--- config.mk ---
export PLATFORM = sky130hd
export DESIGN_NAME = tmr_regfile
export DESIGN_NICKNAME = d
export VERILOG_FILES = /design/src/rtl/tmr_pkg.sv /design/src/rtl/tmr_dec.sv /design/src/rtl/tmr_ch_csr.sv /design/src/rtl/tmr_regfile.sv
export SDC_FILE = /design/constraint.sdc
export NUM_CORES = 1
export LEC_CHECK = 0
export ABC_AREA = 0
export CAP_MARGIN = 20
export CORE_MARGIN = 2
export CORE_UTILIZATION = 45
export DETAILED_ROUTE_END_ITERATION = 16
export DONT_BUFFER_PORTS = 1
export GPL_ROUTABILITY_DRIVEN = 1
export PLACE_DENSITY = 0.66
export SYNTH_ARGS = -nofsm -noshare
export SYNTH_HDL_FRONTEND = slang
export SYNTH_SLANG_ARGS = --single-unit
--- constraint.sdc ---
create_clock -name clk_i -period 2.55 [get_ports clk_i]
set_clock_uncertainty 0.05 [all_clocks]
set_input_delay 0.255 -clock clk_i [delete_from_list [all_inputs] [get_ports clk_i]]
set_output_delay 0.255 -clock clk_i [all_outputs]
set_load 0.05 [all_outputs]
--- src/rtl/tmr_pkg.sv ---
package tmr_pkg;
  localparam int unsigned B_MODE = 0;
  localparam int unsigned B_DOWN = 1;
  localparam int unsigned B_GEN  = 2;
  localparam int unsigned B_CAP  = 3;
  localparam int unsigned B_ARH  = 4;
  localparam int unsigned B_LOAD = 5;
  localparam int unsigned B_IE   = 6;
  localparam int unsigned B_EN   = 7;
  localparam int unsigned B_FLAG = 8;
  localparam int unsigned B_PWM  = 9;
  localparam int unsigned B_ALL  = 10;
  localparam int unsigned CSR_W  = 11;

  localparam logic [1:0] SLOT_CSR  = 2'd0;
  localparam logic [1:0] SLOT_LOAD = 2'd1;
  localparam logic [1:0] SLOT_CNT  = 2'd2;

  typedef struct packed {
    logic pwm;
    logic en;
    logic ie;
    logic load;
    logic arh;
    logic cap;
    logic gen;
    logic down;
    logic mode;
  } ctl_t;

  function automatic logic [31:0] pack_csr(ctl_t c, logic flag, logic all);
    logic [31:0] w;
    w         = '0;
    w[B_MODE] = c.mode;
    w[B_DOWN] = c.down;
    w[B_GEN]  = c.gen;
    w[B_CAP]  = c.cap;
    w[B_ARH]  = c.arh;
    w[B_LOAD] = c.load;
    w[B_IE]   = c.ie;
    w[B_EN]   = c.en;
    w[B_FLAG] = flag;
    w[B_PWM]  = c.pwm;
    w[B_ALL]  = all;
    return w;
  endfunction
endpackage

--- src/rtl/tmr_dec.sv ---
module tmr_dec #(
  parameter int unsigned N_CH   = 2,
  parameter int unsigned ADDR_W = 5
) (
  input  logic              sel_i,
  input  logic [ADDR_W-1:0] addr_i,
  output logic [N_CH-1:0]   hit_csr_o,
  output logic [N_CH-1:0]   hit_load_o,
  output logic [N_CH-1:0]   hit_cnt_o
);
  import tmr_pkg::*;
  localparam int unsigned CH_W = ADDR_W - 4;

  logic base_ok;
  assign base_ok = sel_i && (addr_i[1:0] == 2'b00);

  for (genvar c = 0; c < N_CH; c++) begin : g_ch
    logic ch_hit;
    assign ch_hit        = base_ok && (addr_i[ADDR_W-1:4] == CH_W'(c));
    assign hit_csr_o[c]  = ch_hit && (addr_i[3:2] == SLOT_CSR);
    assign hit_load_o[c] = ch_hit && (addr_i[3:2] == SLOT_LOAD);
    assign hit_cnt_o[c]  = ch_hit && (addr_i[3:2] == SLOT_CNT);
  end
endmodule

--- src/rtl/tmr_ch_csr.sv ---
module tmr_ch_csr #(
  parameter int unsigned CNT_W = 16
) (
  input  logic                      clk_i,
  input  logic                      rst_ni,
  input  logic                      csr_we_i,
  input  logic                      load_we_i,
  input  logic [tmr_pkg::CSR_W-1:0] csr_wdata_i,
  input  logic [CNT_W-1:0]          load_wdata_i,
  input  logic                      set_en_i,
  input  logic                      evt_i,
  output tmr_pkg::ctl_t             ctl_o,
  output logic                      flag_o,
  output logic [CNT_W-1:0]          load_val_o
);
  import tmr_pkg::*;

  ctl_t             ctl_q;
  logic             flag_q;
  logic [CNT_W-1:0] load_q;
  logic             clr;

  assign clr = csr_we_i && csr_wdata_i[B_FLAG];

  always_ff @(posedge clk_i or negedge rst_ni) begin
    if (!rst_ni) begin
      ctl_q  <= '0;
      flag_q <= 1'b0;
      load_q <= '0;
    end else begin
      if (csr_we_i) begin
        ctl_q.mode <= csr_wdata_i[B_MODE];
        ctl_q.down <= csr_wdata_i[B_DOWN];
        ctl_q.gen  <= csr_wdata_i[B_GEN];
        ctl_q.cap  <= csr_wdata_i[B_CAP];
        ctl_q.arh  <= csr_wdata_i[B_ARH];
        ctl_q.load <= csr_wdata_i[B_LOAD];
        ctl_q.ie   <= csr_wdata_i[B_IE];
        ctl_q.en   <= csr_wdata_i[B_EN] | csr_wdata_i[B_ALL];
        ctl_q.pwm  <= csr_wdata_i[B_PWM];
      end else if (set_en_i) begin
        ctl_q.en <= 1'b1;
      end
      // set has priority over write-one-to-clear
      flag_q <= evt_i | (flag_q & ~clr);
      if (load_we_i) load_q <= load_wdata_i;
    end
  end

  assign ctl_o      = ctl_q;
  assign flag_o     = flag_q;
  assign load_val_o = load_q;

  assert_flag_set_R7: assert property (@(posedge clk_i) disable iff (!rst_ni)
    evt_i |=> flag_o);
  assert_flag_w0_hold_R7: assert property (@(posedge clk_i) disable iff (!rst_ni)
    (flag_o && !clr) |=> flag_o);
  assert_set_beats_clr_R8: assert property (@(posedge clk_i) disable iff (!rst_ni)
    (evt_i && clr) |=> flag_o);
  assert_enall_sets_en_R5: assert property (@(posedge clk_i) disable iff (!rst_ni)
    set_en_i |=> ctl_o.en);
endmodule

--- src/rtl/tmr_regfile.sv ---
module tmr_regfile #(
  parameter int unsigned N_CH   = 2,
  parameter int unsigned CNT_W  = 16,
  parameter int unsigned ADDR_W = 5
) (
  input  logic                    clk_i,
  input  logic                    rst_ni,
  input  logic                    sel_i,
  input  logic                    wr_i,
  input  logic [ADDR_W-1:0]       addr_i,
  input  logic [31:0]             wdata_i,
  output logic [31:0]             rdata_o,
  input  logic [N_CH-1:0]         evt_i,
  input  logic [N_CH*CNT_W-1:0]   count_i,
  output logic [N_CH*CNT_W-1:0]   load_val_o,
  output logic [N_CH-1:0]         load_rd_o,
  output logic [N_CH-1:0]         ch_mode_o,
  output logic [N_CH-1:0]         ch_down_o,
  output logic [N_CH-1:0]         ch_gen_o,
  output logic [N_CH-1:0]         ch_cap_o,
  output logic [N_CH-1:0]         ch_reload_o,
  output logic [N_CH-1:0]         ch_load_o,
  output logic [N_CH-1:0]         ch_en_o,
  output logic [N_CH-1:0]         ch_pwm_o,
  output logic                    irq_o
);
  import tmr_pkg::*;

  logic [N_CH-1:0] hit_csr, hit_load, hit_cnt;
  logic [N_CH-1:0] csr_we, load_we, flag, ie;
  logic            any_csr_we, set_all, all_q;
  ctl_t            ctl [N_CH];
  logic            unused_wdata;

  assign unused_wdata = ^wdata_i;

  tmr_dec #(.N_CH(N_CH), .ADDR_W(ADDR_W)) u_dec (
    .sel_i      (sel_i),
    .addr_i     (addr_i),
    .hit_csr_o  (hit_csr),
    .hit_load_o (hit_load),
    .hit_cnt_o  (hit_cnt)
  );

  assign csr_we     = hit_csr & {N_CH{wr_i}};
  assign load_we    = hit_load & {N_CH{wr_i}};
  assign load_rd_o  = hit_load & {N_CH{~wr_i}};
  assign any_csr_we = |csr_we;
  assign set_all    = any_csr_we && wdata_i[B_ALL];

  // enable-all is shared by every control/status word
  always_ff @(posedge clk_i or negedge rst_ni) begin
    if (!rst_ni)         all_q <= 1'b0;
    else if (any_csr_we) all_q <= wdata_i[B_ALL];
  end

  for (genvar c = 0; c < N_CH; c++) begin : g_ch
    tmr_ch_csr #(.CNT_W(CNT_W)) u_ch (
      .clk_i        (clk_i),
      .rst_ni       (rst_ni),
      .csr_we_i     (csr_we[c]),
      .load_we_i    (load_we[c]),
      .csr_wdata_i  (wdata_i[CSR_W-1:0]),
      .load_wdata_i (wdata_i[CNT_W-1:0]),
      .set_en_i     (set_all),
      .evt_i        (evt_i[c]),
      .ctl_o        (ctl[c]),
      .flag_o       (flag[c]),
      .load_val_o   (load_val_o[c*CNT_W +: CNT_W])
    );
    assign ie[c]          = ctl[c].ie;
    assign ch_mode_o[c]   = ctl[c].mode;
    assign ch_down_o[c]   = ctl[c].down;
    assign ch_gen_o[c]    = ctl[c].gen;
    assign ch_cap_o[c]    = ctl[c].cap;
    assign ch_reload_o[c] = ctl[c].arh;
    assign ch_load_o[c]   = ctl[c].load;
    assign ch_en_o[c]     = ctl[c].en;
    assign ch_pwm_o[c]    = ctl[c].pwm;
  end

  always_comb begin
    rdata_o = '0;
    for (int c = 0; c < N_CH; c++) begin
      if (hit_csr[c])  rdata_o = rdata_o | pack_csr(ctl[c], flag[c], all_q);
      if (hit_load[c]) rdata_o = rdata_o | 32'(load_val_o[c*CNT_W +: CNT_W]);
      if (hit_cnt[c])  rdata_o = rdata_o | 32'(count_i[c*CNT_W +: CNT_W]);
    end
  end

  assign irq_o = |(flag & ie);

  assert_rsvd_zero_R4: assert property (@(posedge clk_i) disable iff (!rst_ni)
    (sel_i && !wr_i && |hit_csr) |-> (rdata_o[31:CSR_W] == '0));
  assert_unmapped_zero_R2: assert property (@(posedge clk_i) disable iff (!rst_ni)
    (sel_i && !(|{hit_csr, hit_load, hit_cnt})) |-> (rdata_o == '0));
  assert_rd_strobe_onehot_R11: assert property (@(posedge clk_i) disable iff (!rst_ni)
    $onehot0(load_rd_o));
  assert_irq_needs_enable_R9: assert property (@(posedge clk_i) disable iff (!rst_ni)
    irq_o |-> |ie);
  assert_enall_both_R5: assert property (@(posedge clk_i) disable iff (!rst_ni)
    set_all |=> (ch_en_o == '1));
endmodule

* Yosys cells after proc, flatten, opt, wreduce, memory -nomap -nowiden
Index checks and enable logic that the tools add are counted.
W data, S select, Z words.
** Word-level totals
- Register bits after elaboration :: 53
** Operators by class
- Bitwise operators :: 18
- Reductions and logical operators :: 18
- Eq/ne operators :: 2
- Mux-type cells :: 9
** Operators by type and width (number)
- $mux W32 :: 4
- $or A32 B16 Y32 :: 3
- $or A32 B11 Y32 :: 1
- $mux W16 :: 1
- $or A11 B16 Y16 :: 1
- $logic_and A1 B1 Y1 :: 12
- $mux W11 :: 1
- $and A2 B2 Y2 :: 4
- $logic_not A2 Y1 :: 2
- $not A1 Y1 :: 4
- $reduce_bool A2 Y1 :: 2
- $reduce_or A2 Y1 :: 2
- $mux W1 :: 3
- $or A1 B1 Y1 :: 3
- $and A1 B1 Y1 :: 2
- $eq A2 B1 Y1 const B :: 1
- $eq A2 B2 Y1 const B :: 1

* Depth between registers and ports, before layout
- Depth in word-level cells :: 15
- Gate-level depth with buffers :: 6
- Gate-level depth less buffers :: 3

* By module
From an unflattened synthesis, not the netlist that was laid out.
** Second synthesis, totals
- Cells, all modules :: 225
- Area, all modules :: 2859.0 µm²
** Modules (own cells, without submodules)
- tmr_ch_csr :: times used 2, sequential area each 650.6 µm², area an instance 1019.7 µm², cells each 58
- tmr_regfile :: times used 1, sequential area each 25.0 µm², area an instance 739.5 µm², cells each 97
- tmr_dec :: times used 1, sequential area each 0.0 µm², area an instance 80.1 µm², cells each 12

* Worst setup path after synthesis
Ideal clock, no wire load.
- Path kind :: input to output
- Start :: in addr_i[1]
- End :: out load_rd_o[0]
- Path buffers :: 1
- Required time :: 2245 ps
- Setup slack :: -51 ps
- Arrival :: 2296 ps
- Cell stages on the path :: 3
- Path through :: or3b_1 -> buf_2 -> nor4_1
** On the way
- Longest elaborated chain between the ends :: 5
** RTL lines
- start: declaration :: RTL line tmr_regfile.sv:10 : input logic [ADDR_W-1:0] addr_i,
- $logic_not A2 Y1 :: RTL line tmr_dec.sv:15 : assign base_ok = sel_i && (addr_i[1:0] == 2'b00);
- $logic_and A1 B1 Y1 :: RTL line tmr_dec.sv:15
- $logic_and A1 B1 Y1 :: RTL line tmr_dec.sv:19 : assign ch_hit = base_ok && (addr_i[ADDR_W-1:4] == CH_W'(c));
- $logic_and A1 B1 Y1 :: RTL line tmr_dec.sv:21 : assign hit_load_o[c] = ch_hit && (addr_i[3:2] == SLOT_LOAD);
- $and A2 B2 Y2 :: RTL line tmr_regfile.sv:47 : assign load_rd_o = hit_load & {N_CH{~wr_i}};
- end: declaration :: RTL line tmr_regfile.sv:16 : output logic [N_CH-1:0] load_rd_o,
Every way passes these cells.

* Final worst setup path
- Start :: reg g_ch[1].u_ch.ctl_q, in the netlist g_ch[1].u_ch.ctl_o[3]
- End :: out rdata_o[3]
** On the way
- Longest elaborated chain between the ends :: 6
** RTL lines
- start: declaration :: RTL line tmr_ch_csr.sv:18 : ctl_t ctl_q;
- $or A32 B11 Y32 (*) :: RTL line tmr_regfile.sv:85 : if (hit_csr[c]) rdata_o = rdata_o | pack_csr(ctl[c], flag[c], all_q);
- $mux W32 (*) :: RTL line tmr_regfile.sv:85
- $or A32 B16 Y32 :: RTL line tmr_regfile.sv:86 : if (hit_load[c]) rdata_o = rdata_o | 32'(load_val_o[c*CNT_W +: CNT_W]);
- $mux W32 (*) :: RTL line tmr_regfile.sv:86
- $or A32 B16 Y32 :: RTL line tmr_regfile.sv:87 : if (hit_cnt[c]) rdata_o = rdata_o | 32'(count_i[c*CNT_W +: CNT_W]);
- $mux W32 (*) :: RTL line tmr_regfile.sv:87
- end: declaration :: RTL line tmr_regfile.sv:12 : output logic [31:0] rdata_o,
Mark *: on every way between the ends. The rest lies on a longest branch, timed or not.

==> metrics.md <==
| Metric | Value |
|---|---|
| Status | finished clean |
| Cells after Synth | 251 |
| Max-Cap Viols | 0 |
| Largest net degree at the start of global routing | 54 |
| Worst hold endpoint | all_q |
| Post-synth cell types | 36 |
| WL per Instance | 23.5 µm |
| Gr busiest metal | met2 |
| CTS tree | done |
| HPWL Detailed | 5600 µm |
| R2R cell count | 1 |
| Final critical path time including I/O delays and setup | 2.32 ns |
| Reg-to-reg slack, setup | 1.43 ns |
| Clock sink total | 53 |
| Slew headroom | 53.6% |
| CP max stage delay | 0.58 ns |
| Max-slew violation count | 0 |
| Clk buf depth | 2 |
| Buffer and inverter count on the worst path | 1 |
| Fmax | 430 MHz |
| Arr. time, crit path | 2.02 ns |
| Largest delay contributor family on the critical path | compound AO/OA/AOI/OAI gates |
| Global-route wire length before repair | 12000 µm |
| Die Y | 86.6 µm |
| Compound-Gate Fraction of Synth Area | 14.7% |
| Drt drc | 0 |
| Initial antenna violation count | 0 |
| RePlAce Congestion | 0.767 |
| Clock Pin Slew Worst Setup and Hold Paths | 0.10 ns |
| CTS buffer count | 5 |
| M1 GR Usage | 26.7% |
| Worst hold path class | input pin to flip-flop |
| Layout area overhead | 10.8% |
| Iteration-0 DRC Markers | 96 |
| Synth Area in Simple Gates | 8.80% |
| HP Start | wdata_i[10] |
| All-Layer GR Usage | 21.2% |
| Row count | 30 |
| Synthesis warning total | 0 |
| Placement Cell Area | 0.00322 mm² |
| Cell Chain, Critical Path | mux2_2 > a221o_1 > a221o_1 > buf_4 |
| Num ports | 158 |
| Mapped Area | 0.00307 mm² |
| Most frequent cell after synthesis | mux2_2 |
| Avg Vias per Cell | 6.25 |
| Vias in the first global route | 2201 |
| IO buf count | 0 |
| Worst Setup Start Kind | flip-flop |
| Top FF cell, synth | dfrtp_1 |
| CP dominant cell by count | a221o_1 |
| ANT nets after route | 0 |
| Final core occ | 50.9% |
| GRT met2 Usage | 34.8% |
| Core Area | 0.00668 mm² |
| Pwr dens | 703 mW/mm² |
| Crit share post-route | 91.2% |
| Crit end category | output pin |
| Slowest stage cell, crit path | dfrtp_1 |
| Worst vdd ir | 0.000345 V |
| R2R Path End | g_ch[0].u_ch.load_val_o[6] |
| Leak | 0.00155 µW |
| Starting density of the core | 46.0% |
| Flops & latches, synth | 53 |
| Root buffer cell | clkbuf_8 |
| Post-synthesis mux area share | 22.0% |
| Fillers | 610 |
| Syn_area_per_cell | 12.2 µm² |
| Horiz. Die Dim | 86.6 µm |
| Synth top cells by count | mux2_2 (60), dfrtp_1 (53), buf_4 (33) |
| Cell taking the most area after synthesis | dfrtp_1 |
| Htree depth | 2 |
| Layout Nets | 331 |
| Ratio of cells with drive above 1 in the final layout | 42.0% |
| Register area share after synthesis | 43.2% |
| Worst r2r src | g_ch[0].u_ch.load_val_o[6] |
| Final cell count without fillers | 337 |
| Post-synth top area share | 43.2% |
| Final WL | 7920 µm |
| Final setup violation count | 0 |
| Global Route met3 Usage | 6.48% |
| Xor-xnor portion of the synthesized cell area | 0% |
| WP data required | 2.25 ns |
| Diodes inserted | 0 |
| Worst-Margin Slew | 0.695 ns |
| Total gr overflow | 0 |
| Die ar. | 0.00750 mm² |
| Post-Synth Adder-Cell Area | 0% |
| Hold Path Depth | 2 |
| Setup CP Type | flip-flop to output pin |
| Clock latency on the worst-skew pair | 0.30 ns |
| RSZ-0062 raised after global routing | false |
| Placed cell count | 325 |
| First-pass DRT Iterations | 4 |
| Number of flops mapped to enable cells by yosys | 0 |
| Main combinational cell family by area after synthesis | multiplexers |
| Final hold slack | 0.0194 ns |
| Final Hold Violating Endpoints | 0 |
| Via count | 2106 |
| Asr flop ratio synth | 100% |
| CP max FO | 3 |
| CTS resizes | 0 |
| Final Instance Area | 0.00340 mm² |
| Top post-synthesis cells by area | dfrtp_1 (43%), mux2_2 (22%), a221o_1 (8.1%) |
==> flip-flops by register name, summed over array words and instances, names as in the netlist <==
register / count
g_ch.u_ch.ctl_o: 18
g_ch.u_ch.flag_o: 2
all_q: 1
g_ch.u_ch.load_val_o: 32
==> where the power goes <==
part / switching [µW] / internal (µW) / total (µW)
registers: 459 / 944 / 1400
clock network: 279 / 320 / 599
logic: 215 / 174 / 389
total: 953 / 1440 / 2390
==> final cells by class <==
class	instances	area, µm²	share of cell area, %
clock buffer	6	82.6	2.43
clock inverter	2	37.5	1.10
inverter	3	11.3	0.331
multi-input combinational	161	1480	43.4
sequential	53	1330	39.0
tap	80	100	2.94
timing repair buffer	32	368	10.8
==> placed cells by master, fill, tap and decap left out, drive strengths merged <==
cell	count
mux2	60
dfrtp	53
buf	29
a221o	25
conb	16
and3	8
a32o	8
a22o	6
clkbuf	6
nor2	4
nor3	4
inv	3
a21oi	3
dlygate4sd3	3
or3b	2
nand2b	2
a221oi	2
nor3b	2
nand3b	2
nor4	2
a31oi	2
nor2b	2
nand4	2
nand3	2
and4bb	1
nor4b	1
and2	1
a21o	1
o32a	1
o21ai	1
nand2	1
bufinv	1
clkinvlp	1
==> logic make-up after synthesis <==
kind of cell / after synthesis
simple gates: 36
buf+inv: 52
mux: 60
other cells: 1
flops: 53
compound gates: 49
==> routing by layer <==
layer,share of wire (%),routed length [µm]
met3,8.6,677
met2,50,3980
met1,40,3140
met4,1.6,124
met5,0,0
==> stage by stage <==
| stage | setup WS (ns) | total power (µW) | setup TNS, ns |
|---|---|---|---|
| after global placement | 0.547 | 1780 | 0 |
| after CTS | 0.202 | 2410 | 0 |
| final | 0.225 | 2390 | 0 |
| after global routing | 0.168 | 2490 | 0 |
| after floorplan | -0.0509 | 1780 | -0.102 |
| after detailed placement | 0.535 | 1790 | 0 |
==> what timing repair did <==
action | CTS | global route
endpoints found under the setup margin | 0 | 0
hold endpoints to repair | 55 | 0
hold buffers | 4 | 0
setup buffers | 0 | 0
==> worst max path at each step <==
stage	end	cells after the start	slack, ns	from
after floorplan	load_rd_o[0]	3	-0.05	addr_i[1]
final	rdata_o[3]	4	0.23	g_ch[1].u_ch.ctl_o[3]
after detailed placement	g_ch[0].u_ch.ctl_o[3]	3	0.53	addr_i[1]
after CTS	rdata_o[0]	4	0.20	g_ch[1].u_ch.ctl_o[0]
after global routing	rdata_o[3]	4	0.17	g_ch[1].u_ch.ctl_o[3]
after global placement	g_ch[0].u_ch.ctl_o[4]	3	0.55	addr_i[1]
Note: power is estimated with default switching activity, not from simulation.
